===== config.mk =====
export PLATFORM = sky130hd
export DESIGN_NAME = dac_cmd_seq
export DESIGN_NICKNAME = d
export VERILOG_FILES = /design/src/rtl/dcs_pkg.sv /design/src/rtl/dcs_frame_builder.sv /design/src/rtl/dcs_word_encoder.sv /design/src/rtl/dcs_pacer.sv /design/src/rtl/dac_cmd_seq.sv
export SDC_FILE = /design/constraint.sdc
export NUM_CORES = 1
export LEC_CHECK = 0
export BUFFER_PORTS_ARGS = -buffer_cell sky130_fd_sc_hd__buf_4
export CORE_UTILIZATION = 53
export CTS_CLUSTER_SIZE = 24
export DETAILED_ROUTE_END_ITERATION = 6
export PLACE_DENSITY_LB_ADDON = 0.25
export SLEW_MARGIN = 20
export SYNTH_ARGS = -nofsm -noshare
export SYNTH_HDL_FRONTEND = slang
export SYNTH_SLANG_ARGS = --single-unit

===== constraint.sdc =====
create_clock -name clk -period 2.78 [get_ports clk]
set_input_delay 0.417 -clock clk [delete_from_list [all_inputs] [get_ports clk]]
set_output_delay 0.417 -clock clk [all_outputs]
set_load 0.02 [all_outputs]

===== src/rtl/dcs_pkg.sv =====
package dcs_pkg;

    localparam int CMD_W    = 16;
    localparam int FRAME_W  = 16;
    localparam int CTRL_W   = 4;

    // command word bit positions decoded by the remote board
    localparam int BIT_DIN  = 15;
    localparam int BIT_SCLK = 14;
    localparam int BIT_FS   = 13;
    localparam int BIT_SEL2 = 11;
    localparam int BIT_SEL1 = 10;
    localparam int BIT_WAKE = 7;

    // words ahead of and after the serial bit pairs
    localparam int LEAD_WORDS = 2;
    localparam int TAIL_WORDS = 1;

    typedef enum logic {
        ST_IDLE = 1'b0,
        ST_RUN  = 1'b1
    } seq_state_e;

endpackage


===== src/rtl/dcs_frame_builder.sv =====
module dcs_frame_builder
    import dcs_pkg::*;
#(
    parameter int VALUE_W = 8
) (
    input  logic [VALUE_W-1:0] value,
    input  logic               speed,
    input  logic               power,
    output logic [FRAME_W-1:0] frame
);

    localparam int PAD_W = FRAME_W - CTRL_W - VALUE_W;

    logic [CTRL_W-1:0] ctrl;

    // control nibble: unused, speed, power, unused
    assign ctrl = {1'b0, speed, power, 1'b0};

    generate
        if (PAD_W > 0) begin : g_pad
            assign frame = {ctrl, value, {PAD_W{1'b0}}};
        end else begin : g_nopad
            assign frame = {ctrl, value};
        end
    endgenerate

endmodule


===== src/rtl/dcs_word_encoder.sv =====
module dcs_word_encoder
    import dcs_pkg::*;
#(
    parameter int IDX_W = 6
) (
    input  logic [IDX_W-1:0]   idx,
    input  logic [FRAME_W-1:0] frame,
    input  logic [1:0]         sel,
    output logic [CMD_W-1:0]   word
);

    localparam int LAST_IDX = LEAD_WORDS + 2 * FRAME_W + TAIL_WORDS - 1;

    logic [IDX_W-1:0]   slot;
    logic [FRAME_W-1:0] shifted;

    // slot counts words inside the bit-pair region; its upper bits are the bit number
    assign slot    = idx - IDX_W'(LEAD_WORDS);
    assign shifted = frame << slot[IDX_W-1:1];

    always_comb begin
        word           = '0;
        word[BIT_WAKE] = 1'b1;
        if (idx == '0) begin
            word[BIT_FS]   = 1'b1;
            word[BIT_SCLK] = 1'b1;
        end else if (idx == IDX_W'(1)) begin
            word[BIT_FS]   = 1'b1;
            word[BIT_SCLK] = 1'b1;
            word[BIT_SEL1] = sel[0];
            word[BIT_SEL2] = sel[1];
        end else if (idx == IDX_W'(LAST_IDX)) begin
            word[BIT_SCLK] = 1'b1;
        end else begin
            word[BIT_SEL1] = sel[0];
            word[BIT_SEL2] = sel[1];
            word[BIT_SCLK] = ~slot[0];
            word[BIT_DIN]  = shifted[FRAME_W-1];
        end
    end

endmodule


===== src/rtl/dcs_pacer.sv =====
module dcs_pacer #(
    parameter int GAP_CYCLES = 200
) (
    input  logic clk,
    input  logic rst,
    input  logic load,
    output logic ready
);

    generate
        if (GAP_CYCLES == 0) begin : g_nogap
            assign ready = 1'b1;
        end else begin : g_gap
            localparam int CNT_W = $clog2(GAP_CYCLES + 1);

            logic [CNT_W-1:0] cnt_d, cnt_q;

            always_comb begin
                cnt_d = cnt_q;
                if (load) begin
                    cnt_d = CNT_W'(GAP_CYCLES);
                end else if (cnt_q != '0) begin
                    cnt_d = cnt_q - 1'b1;
                end
            end

            always_ff @(posedge clk) begin
                if (rst) begin
                    cnt_q <= '0;
                end else begin
                    cnt_q <= cnt_d;
                end
            end

            assign ready = (cnt_q == '0);
        end
    endgenerate

endmodule


===== src/rtl/dac_cmd_seq.sv =====
module dac_cmd_seq
    import dcs_pkg::*;
#(
    parameter int GAP_CYCLES = 200,
    parameter int VALUE_W    = 8
) (
    input  logic               clk,
    input  logic               rst,
    input  logic               req_valid,
    output logic               req_ready,
    input  logic [1:0]         req_sel,
    input  logic [VALUE_W-1:0] req_value,
    input  logic               req_speed,
    input  logic               req_power,
    output logic               cmd_valid,
    input  logic               cmd_ready,
    output logic [CMD_W-1:0]   cmd_word,
    output logic               done
);

    localparam int WORD_COUNT = LEAD_WORDS + 2 * FRAME_W + TAIL_WORDS;
    localparam int LAST_IDX   = WORD_COUNT - 1;
    localparam int IDX_W      = $clog2(WORD_COUNT);

    typedef struct packed {
        seq_state_e         state;
        logic [IDX_W-1:0]   idx;
        logic [1:0]         sel;
        logic [VALUE_W-1:0] value;
        logic               speed;
        logic               power;
        logic               done;
    } seq_t;

    seq_t seq_d, seq_q;

    logic               pace_ok;
    logic               fire;
    logic [FRAME_W-1:0] frame;

    dcs_frame_builder #(
        .VALUE_W (VALUE_W)
    ) frame_i (
        .value (seq_q.value),
        .speed (seq_q.speed),
        .power (seq_q.power),
        .frame (frame)
    );

    dcs_word_encoder #(
        .IDX_W (IDX_W)
    ) enc_i (
        .idx   (seq_q.idx),
        .frame (frame),
        .sel   (seq_q.sel),
        .word  (cmd_word)
    );

    dcs_pacer #(
        .GAP_CYCLES (GAP_CYCLES)
    ) pace_i (
        .clk   (clk),
        .rst   (rst),
        .load  (fire),
        .ready (pace_ok)
    );

    assign req_ready = (seq_q.state == ST_IDLE);
    assign cmd_valid = (seq_q.state == ST_RUN) && pace_ok;
    assign fire      = cmd_valid && cmd_ready;
    assign done      = seq_q.done;

    always_comb begin
        seq_d      = seq_q;
        seq_d.done = 1'b0;
        if (seq_q.state == ST_IDLE) begin
            if (req_valid) begin
                seq_d.state = ST_RUN;
                seq_d.idx   = '0;
                seq_d.sel   = req_sel;
                seq_d.value = req_value;
                seq_d.speed = req_speed;
                seq_d.power = req_power;
            end
        end else if (fire) begin
            if (seq_q.idx == IDX_W'(LAST_IDX)) begin
                seq_d.state = ST_IDLE;
                seq_d.idx   = '0;
                seq_d.done  = 1'b1;
            end else begin
                seq_d.idx = seq_q.idx + 1'b1;
            end
        end
    end

    always_ff @(posedge clk) begin
        if (rst) begin
            seq_q <= '{state: ST_IDLE, idx: '0, sel: '0, value: '0,
                       speed: 1'b0, power: 1'b0, done: 1'b0};
        end else begin
            seq_q <= seq_d;
        end
    end

endmodule


==> out/qor.txt, run 1 <==
critical path arrival: 2160 ps
detailed-route via count: 1,330
Avg WL per Cell: 12.1 um
antenna violations before repair: 0
First-pass DRT Iterations: 4
cell taking the most area after synthesis: dfxtp_1
Final Max Tran Viols: 0
fmax: 0.387 GHz
synthesized area per cell: 7.93 um^2
Clock power frac: 22.2%
mapped cell area: 1560 um^2
Initial Utilization: 56.2%
Comb power frac: 35.0%
Post-synth EDFFs: 0
RSZ-0062 raised after global routing: no
Die X: 56.3 um
post-synthesis sequential area ratio: 35.9%
Pwr Density: 704 nW/um^2
Diodes inserted: 0
most common cell in the netlist: nand2_1
HPWL Detailed: 2130 um
hold depth: 3
share of the synthesized area in the top cell type: 35.9%
worst-margin pin slew: 745 ps
I/O pin count: 35
I/O Buffers: 23
Post-Route WL: 2940 um
Iteration-0 DRC Markers: 34
Post-Synthesis Cells: 197
post-route ant nets: 0
Worst-path clk slew: 160 ps
Max FO, Critical Path: 8
Final Setup Violations: 0
filler cell count: 239
cts bufs inserted: 3
CP cell instances: inv_1 > ha_1 > or4b_4 > or2_2 > nor2_1 > buf_4
detailed-route vias per instance: 5.50
main area contributors after synthesis: dfxtp_1 36%, nand2_1 7.9%, ha_1 5.6%, a21oi_1 5.4%, buf_4 5.3%
Register Area: 566 um^2
number of global-route vias before repair: 1,255
switching power: 428 uW
Clock Skew: 12.6 ps
Data required, critical path: 2360 ps
gpl congestion: 0.792
largest net degree at the start of global routing: 28
count of final hold-check violations: 0
Setup crit start kind: flip-flop
grt ovf: 0
CTS sink cnt: 28
H-tree Lvls: 1
Peak VDD IR: 0.000760 V
asr flop ratio synth: 0%
Worst Reg-to-Reg Cells: 7
clock latency on the worst-skew pair: 340 ps
fin area: 1740 um^2
Tot GR Track Use: 21.0%
synth warn: 0
Tmin final: 2580 ps
Seq pwr share: 42.8%
root buf cell: clkbuf_4
row cnt: 19
CP peak stage delay: 540 ps
leakage power: 0.000702 uW
Multi-input gate area: 873 um^2
Sw Share: 34.9%
min-delay worst type: in -> reg
PnR Total Power: 1230 uW
P_int: 798 uW
#FFs+latches synth: 28
Rel. slew slack: 50.2%
core area: 2780 um^2
Final Cycle Share: 92.8%
Final #Nets: 235
status: completed
die footprint: 3170 um^2
worst-path cell with the longest stage delay: or4b_4
Residual DRC: 0
global-route wire length before repair: 5290 um
Post-synth top flop: dfxtp_1
TritonCTS clock tree: done
placed inst area: 1680 um^2
Yosys cell types: 42
CTS Buffer Depth: 2
synth-to-layout area growth: 11.4%
chip height: 56.3 um
synth cell count leaders: 33 x nand2_1, 28 x dfxtp_1, 17 x a21oi_1
postcts setup bufs: 0
share of layout cells above drive strength 1: 17.1%
Worst Setup Path Type: reg -> out
max-cap violations: 0
Crit. End Element: primary output
setup_tns: 0 ps
-- path summary, 6_finish.rpt --
path | startpoint | endpoint | slack [ps]
setup reg to reg | pace_i.g_gap.cnt_q[0] | seq_q[18] | 420
setup / recovery | pace_i.g_gap.cnt_q[0] | cmd_valid | 200
hold / removal | req_value[2] | seq_q[5] | 310
hold reg to reg | seq_q[11] | seq_q[11] | 460
-- worst max-delay path, delay by kind of cell, from the launching register on --
kind | cells | cell delay [ps]
and+or+nand+nor | 3 | 1000
DFF | 1 | 360
adders and majority gates | 1 | 230
buffers and inverters | 2 | 230
-- power by group through the flow --
| stage | Clock [uW] | Combinational (uW) | Sequential, uW |
|---|---|---|---|
| 2_1_floorplan | 0 | 355 | 518 |
| 3_3_place_gp | 0 | 401 | 528 |
| 3_5_place_dp | 0 | 417 | 532 |
| 4_1_cts | 277 | 421 | 523 |
| 5_1_grt | 285 | 493 | 534 |
| 6_report | 272 | 429 | 524 |
-- routing by layer --
layer	track usage (%)	part of all wire, %	vias to the layer above
li1	-	-	686
met1	26.5	49	601
met2	35.7	46	38
met3	3.46	3.5	5
met4	8.71	1.7	0
met5	0	0	-
-- stage by stage --
stage                     utilization [%]  instances  hold slack [ps]  worst slack (ps)
after global placement               60.4        238              440               467
after CTS                            62.3        242              301               106
after detailed placement             60.4        238              447               380
after floorplan                         -        206              432               378
final                                62.6        242              309               199
after global routing                 62.6        242              301              14.9
-- cell type report --
| class | instances | share of cell area [%] |
|---|---|---|
| Clock buffer | 3 | 1.29 |
| Clock inverter | 1 | 1.73 |
| Inverter | 8 | 1.73 |
| Multi-Input combinational cell | 147 | 50.2 |
| Sequential cell | 28 | 32.5 |
| Tap cell | 31 | 2.23 |
| Timing Repair Buffer | 24 | 10.4 |
-- repair_timing --
item                                    CTS  global route
endpoints found under the setup margin    1             2
gates resized for setup                   1             3
hold buffers                              0             0
-- cell usage in the layout (no fill, tap or decap), types with 4 or more instances in the layout --
master   instances
nor2_1          11
xnor2_1          4
o21ai_0          8
nand2_1         33
conb_1          11
dfxtp_1         26
a21oi_1         17
buf_4           24
nand3_1          9
nor3_1          10
inv_1            8
ha_1             7
-- logic make-up (layout without fill, tap and decap cells) --
group | Yosys count | count (layout) | share of synthesized area (%)
simple gates | 79 | 79 | 23.8
compound gates | 41 | 41 | 16.7
buf+inv | 31 | 36 | 10.6
flops | 28 | 28 | 35.9
fa+ha+maj | 7 | 7 | 5.60
xor+xnor | 5 | 5 | 2.80
mux | 4 | 4 | 4.16
other cells | 2 | 11 | 0.481
-- sequential cells by signal, summed over array words and instances (netlist names) --
name and count:
seq_q 19, pace_i.g_gap.cnt_q 8, done 1
(Power assumes the default switching activity.)
==> inputs of run 2 (changes only) <==
--- a/config.mk
+++ b/config.mk
@@ -7,5 +7,5 @@
 export LEC_CHECK = 0
 export BUFFER_PORTS_ARGS = -buffer_cell sky130_fd_sc_hd__buf_4
-export CORE_UTILIZATION = 53
+export CORE_UTILIZATION = 51
 export CTS_CLUSTER_SIZE = 24
 export DETAILED_ROUTE_END_ITERATION = 6
==> constraint.sdc (replaced) <==
create_clock -name clk -period 2.78 [get_ports clk]
set_input_delay 0.417 -clock clk [delete_from_list [all_inputs] [get_ports clk]]
set_output_delay 0.417 -clock clk [all_outputs]
set_load 0.05 [all_outputs]
==> run 2 against run 1 <==
Effect of this change: the run now ends with design-rule violations left; setup slack worse by 57 ps; power is 2.8% lower; combinational power is 7.5% higher; sequential share of layout area is 0.19 points higher; cell count stayed put; clock skew is 10 ps lower; critical endpoint unchanged; largest power group unchanged; highest routed layer unchanged.
==> out/qor.txt, run 2 (synthesis gave the netlist of run 1 again) <==
CTS Buffer Depth: 2 (unchanged)
Register Area: 566 um^2 (unchanged)
fmax: 0.379 GHz (-2.2%)
Multi-input gate area: 880 um^2 (+0.72%)
cts bufs inserted: 3 (unchanged)
global-route wire length before repair: 5130 um (-3.1%)
fin area: 1730 um^2 (-0.58%)
Initial Utilization: 55.2% (-0.94 points)
Setup crit start kind: flip-flop
min-delay worst type: in -> reg
root buf cell: clkbuf_4
count of final hold-check violations: 0 (unchanged)
Tot GR Track Use: 19.9% (-1.1 points)
Final #Nets: 235 (unchanged)
synth-to-layout area growth: 10.7%
max-cap violations: 0 (unchanged)
placed inst area: 1690 um^2 (+0.37%)
antenna violations before repair: 0 (unchanged)
largest net degree at the start of global routing: 28 (unchanged)
commonest non-fill, non-tap cell in the layout: nand2_1
most frequent cells in the layout: 33 x nand2_1, 26 x dfxtp_1, 24 x buf_4
Final Max Tran Viols: 0 (unchanged)
Comb power frac: 38.7% (+3.7 points)
filler cell count: 254 (+6.3%)
leakage power: 0.000697 uW (-0.64%)
Clock power frac: 17.3% (-4.9 points)
I/O Buffers: 23 (unchanged)
H-tree Lvls: 1 (unchanged)
gpl congestion: 0.778 (-1.8%)
HPWL Detailed: 2180 um (+2.6%)
chip height: 57.4 um (+1.9%)
critical path arrival: 2220 ps (+60 ps)
detailed-route vias per instance: 5.59 (+1.7%)
RSZ-0062 raised after global routing: no
Tmin final: 2640 ps (+57.3 ps)
First-pass DRT Iterations: 7 (+3)
Residual DRC: 4 (+4)
Final Cycle Share: 94.9% (+2.1 points)
Post-Route WL: 3030 um (+2.9%)
Crit. End Element: primary output
detailed-route via count: 1,353 (+1.7%)
Worst Setup Path Type: reg -> out
post-route ant nets: 0 (unchanged)
Largest register FFs: 19 (unchanged)
setup_tns: 0 ps (unchanged)
share of layout cells above drive strength 1: 17.5% (+0.47 points)
row cnt: 19 (unchanged)
Sw Share: 38.4% (+3.5 points)
postcts setup bufs: 0 (unchanged)
Final Setup Violations: 0 (unchanged)
die footprint: 3290 um^2 (+3.8%)
status: finished with violations
number of global-route vias before repair: 1,188 (-5.3%)
failing checks: design-rule violations
Avg WL per Cell: 12.5 um (+2.9%)
CTS sink cnt: 28 (unchanged)
Die X: 57.4 um (+1.9%)
TritonCTS clock tree: done
Rel. slew slack: 50.4% (+0.19 points)
Iteration-0 DRC Markers: 60 (+76%)
clock latency on the worst-skew pair: 330 ps (about the same)
Data required, critical path: 2360 ps (about the same)
Pwr Density: 688 nW/um^2 (-2.3%)
Max FO, Critical Path: 8 (unchanged)
Diodes inserted: 0 (unchanged)
core area: 2830 um^2 (+1.7%)
Finished Core Util: 61.2% (-1.4 points)
worst-margin pin slew: 742 ps (-2.87 ps)
P_int: 733 uW (-8.1%)
Worst-path clk slew: 150 ps (about the same)
Clock Skew: 2.20 ps (-10.4 ps)
Seq pwr share: 44.0% (+1.2 points)
Peak VDD IR: 0.000635 V (-16%)
grt ovf: 0 (unchanged)
switching power: 458 uW (+7.0%)
most flop-heavy register: seq_q
I/O pin count: 35 (unchanged)
-- run 2: layout make-up --
type                    count  share of cell area, %
repair buffers             24                   10.4
multi-input cells         147                   50.8
inverters                   8                   1.74
clock buffers               4                   2.10
well taps                  31                   2.24
flip-flops and latches     28                   32.7
-- run 2: what timing repair did --
item,4_1_cts,5_1_grt
endpoints found under the setup margin,1,2
hold buffers,0,0
gates resized for setup,1,3
-- run 2: critical path: stages (launching register included) --
cell     delay [ps]
dfxtp_1         350
inv_1            90
ha_1            220
or4b_4          530
or2_2           360
nor2_1          110
buf_4           210
-- run 2: final timing paths --
| kind | startpoint | to | slack, ps | depth (start not counted) |
|---|---|---|---|---|
| setup reg to reg | pace_i.g_gap.cnt_q[0] | seq_q[18] | 460 | 7 |
| setup / recovery | pace_i.g_gap.cnt_q[0] | cmd_valid | 140 | 6 |
| hold / removal | req_power | seq_q[1] | 300 | 3 |
| hold reg to reg | seq_q[12] | seq_q[12] | 460 | 2 |
-- run 2: through the flow --
stage                     hold WS [ps]  setup slack (ps)  cells  total power (uW)
after floorplan                    432               211    206               907
after global placement             440               420    238               964
after detailed placement           444               320    238               982
after CTS                          300              47.5    242              1190
after global routing               295              13.1    242              1280
final                              304               142    242              1190
-- run 2: power groups by stage --
stage	clock, uW	combinational (uW)	sequential [uW]
4_1_cts	211	454	522
2_1_floorplan	0	390	518
3_3_place_gp	0	436	528
3_5_place_dp	0	450	532
5_1_grt	224	519	533
6_report	206	461	525
-- run 2: per-layer routing --
metal	up-vias	part of all wire (%)	global-route usage (%)
met2	46	46	31.1
met5	-	0	0
met3	6	4.8	3.40
met4	0	1.7	9.06
met1	618	47	27.0
li1	683	-	-
==> inputs of run 3 (changes only) <==
RECOVER_POWER = 100   (was default)
clock period = 2.5 ns   (was 2.78 ns; I/O delays follow)
==> run 3 against run 2 <==
Effect of this change: the flow still finishes with violations (design-rule violations); wire length rose by 0.43%; critical path depth did not move; first-iteration DRC count rose by 6.7%; cell count rose by 2.1%; clock-buffer cell count fell by 1; flip-flop and latch count did not move; register-to-register slack got worse by 330 ps.
==> out/qor.txt, run 3 (synthesis gave the netlist of run 1 again) <==
placed inst area: 1700 um^2 (+1.0%)
hold_sp: req_value[2]
worst-margin pin slew: 758 ps (+15.8 ps)
number of global-route vias before repair: 1,239 (+4.3%)
Sw Share: 35.8% (-2.6 points)
grt ovf: 0 (unchanged)
Comb power frac: 40.3% (+1.6 points)
share of layout cells above drive strength 1: 18.5% (+0.98 points)
synth-to-layout area growth: 14.6%
CTS Buffer Depth: 2 (unchanged)
worst r2r src: pace_i.g_gap.cnt_q[0]
Clock power frac: 20.1% (+2.8 points)
I/O Buffers: 23 (unchanged)
status: finished with violations
failing checks: design-rule violations
root buf cell: clkbuf_4
core area: 2830 um^2 (unchanged)
hold depth: 3 (unchanged)
Crit. End Element: primary output
CTS sink cnt: 28 (unchanged)
TritonCTS clock tree: done
fmax: 0.412 GHz
Final Cycle Share: 97.1%
cts bufs inserted: 3 (unchanged)
HPWL Detailed: 2220 um (+2.0%)
Max FO, Critical Path: 5 (-3)
row cnt: 19 (unchanged)
Clock Skew: 8.97 ps (+6.76 ps)
most frequent cells in the layout: 33 x nand2_1, 26 x dfxtp_1, 18 x buf_4
detailed-route vias per instance: 5.57 (-0.29%)
Iteration-0 DRC Markers: 64 (+6.7%)
P_int: 945 uW (+29%)
cts hold-fix bufs: 0 (unchanged)
Seq pwr share: 39.7% (-4.3 points)
Residual DRC: 5 (+1)
Worst Setup Path Type: reg -> out
count of final hold-check violations: 0 (unchanged)
largest net degree at the start of global routing: 28 (unchanged)
clock latency on the worst-skew pair: 320 ps (about the same)
First-pass DRT Iterations: 6 (-1)
Final Setup Violations: 0 (unchanged)
switching power: 526 uW (+15%)
Rel. slew slack: 49.4% (-1.1 points)
Final Max Tran Viols: 0 (unchanged)
H-tree Lvls: 1 (unchanged)
global-route wire length before repair: 5200 um (+1.5%)
Final #Nets: 240 (+2.1%)
die footprint: 3290 um^2 (unchanged)
most flop-heavy register: seq_q
max-cap violations: 0 (unchanged)
detailed-route via count: 1,377 (+1.8%)
fin area: 1790 um^2 (+3.5%)
Largest register FFs: 19 (unchanged)
Post-Route WL: 3040 um (+0.43%)
chip height: 57.4 um (unchanged)
Initial Utilization: 55.2% (unchanged)
post-route ant nets: 0 (unchanged)
critical path arrival: 2050 ps (-170 ps)
Tmin final: 2430 ps
Setup crit start kind: flip-flop
Data required, critical path: 2120 ps (-240 ps)
Worst-path clk slew: 160 ps (about the same)
PnR Total Power: 1470 uW (+23%)
Die X: 57.4 um (unchanged)
Pwr Density: 822 nW/um^2 (+19%)
Avg WL per Cell: 12.3 um (-1.6%)
Tot GR Track Use: 19.9% (-0.038 points)
Diodes inserted: 0 (unchanged)
commonest non-fill, non-tap cell in the layout: nand2_1
Critical path origin: pace_i.g_gap.cnt_q[0]
antenna violations before repair: 0 (unchanged)
Worst Reg-to-Reg Cells: 7 (unchanged)
min-delay worst type: in -> reg
leakage power: 0.000719 uW (+3.2%)
Peak VDD IR: 0.000615 V (-3.1%)
I/O pin count: 35 (unchanged)
gpl congestion: 0.815 (+4.8%)
RSZ-0062 raised after global routing: yes
-- run 3: changes by cell type in the layout (fill, tap and decap cells not counted), moves of 2 or more --
cell / change
buf_4: -6
buf_6: +2
clkbuf_2: +4
clkbuf_1: +4
-- run 3: routing by layer --
metal | vias up | wire length (um) | GRT usage, % | part of all wire (%)
met2 | 35 | 1490 | 34.7 | 49
met3 | 2 | 133 | 3.17 | 4.4
met5 | - | 0 | 0 | 0
li1 | 700 | - | - | -
met4 | 0 | 10 | 5.23 | 0.33
met1 | 640 | 1400 | 25.5 | 46
-- run 3: timing repair --
| item | CTS | global route |
|---|---|---|
| pin swaps | 0 | 0 |
| buffers inserted | 0 | 3 |
| resized for setup | 7 | 2 |
| setup endpoints to repair | 2 | 2 |
-- run 3: power by group through the flow --
stage          registers [uW]  logic (uW)  clock network [uW]
2_1_floorplan             575         437                   0
3_3_place_gp              589         491                   0
3_5_place_dp              591         507                   0
4_1_cts                   582         541                 302
5_1_grt                   594         652                 319
6_report                  584         592                 295
-- run 3: path summary, 6_finish.rpt --
path	slack, ps	end
setup / recovery	70	cmd_valid
hold / removal	270	seq_q[5]
setup reg to reg	130	seq_q[17]
hold reg to reg	460	seq_q[11]
-- run 3: cell type report --
cell class	instances	area [um^2]
fill	260	1040
clock buffer	3	22.5
multi-input combinational	147	891
clock inverter	1	30.0
sequential	28	566
timing repair buffer	29	213
inverter	8	30.0
tap	31	38.8
-- run 3: critical path, stage by stage (launching register included) --
cell,delay [ps]
dfxtp_1,350
inv_1,90
ha_1,230
or4b_4,510
or2_4,290
nor2_2,100
buf_6,160
-- run 3: per-stage QoR --
step / util, % / setup WS, ps / hold WS [ps] / TNS [ps] / instances
global placement: 60.2 / 260 / 439 / 0 / 240
finish: 63.3 / 72.3 / 271 / 0 / 247
global route: 63.3 / -40.3 / 256 / -62.7 / 247
CTS: 62.8 / 2.49 / 263 / 0 / 244
detailed placement: 60.2 / 186 / 442 / 0 / 240
floorplan: - / 12.9 / 432 / 0 / 206
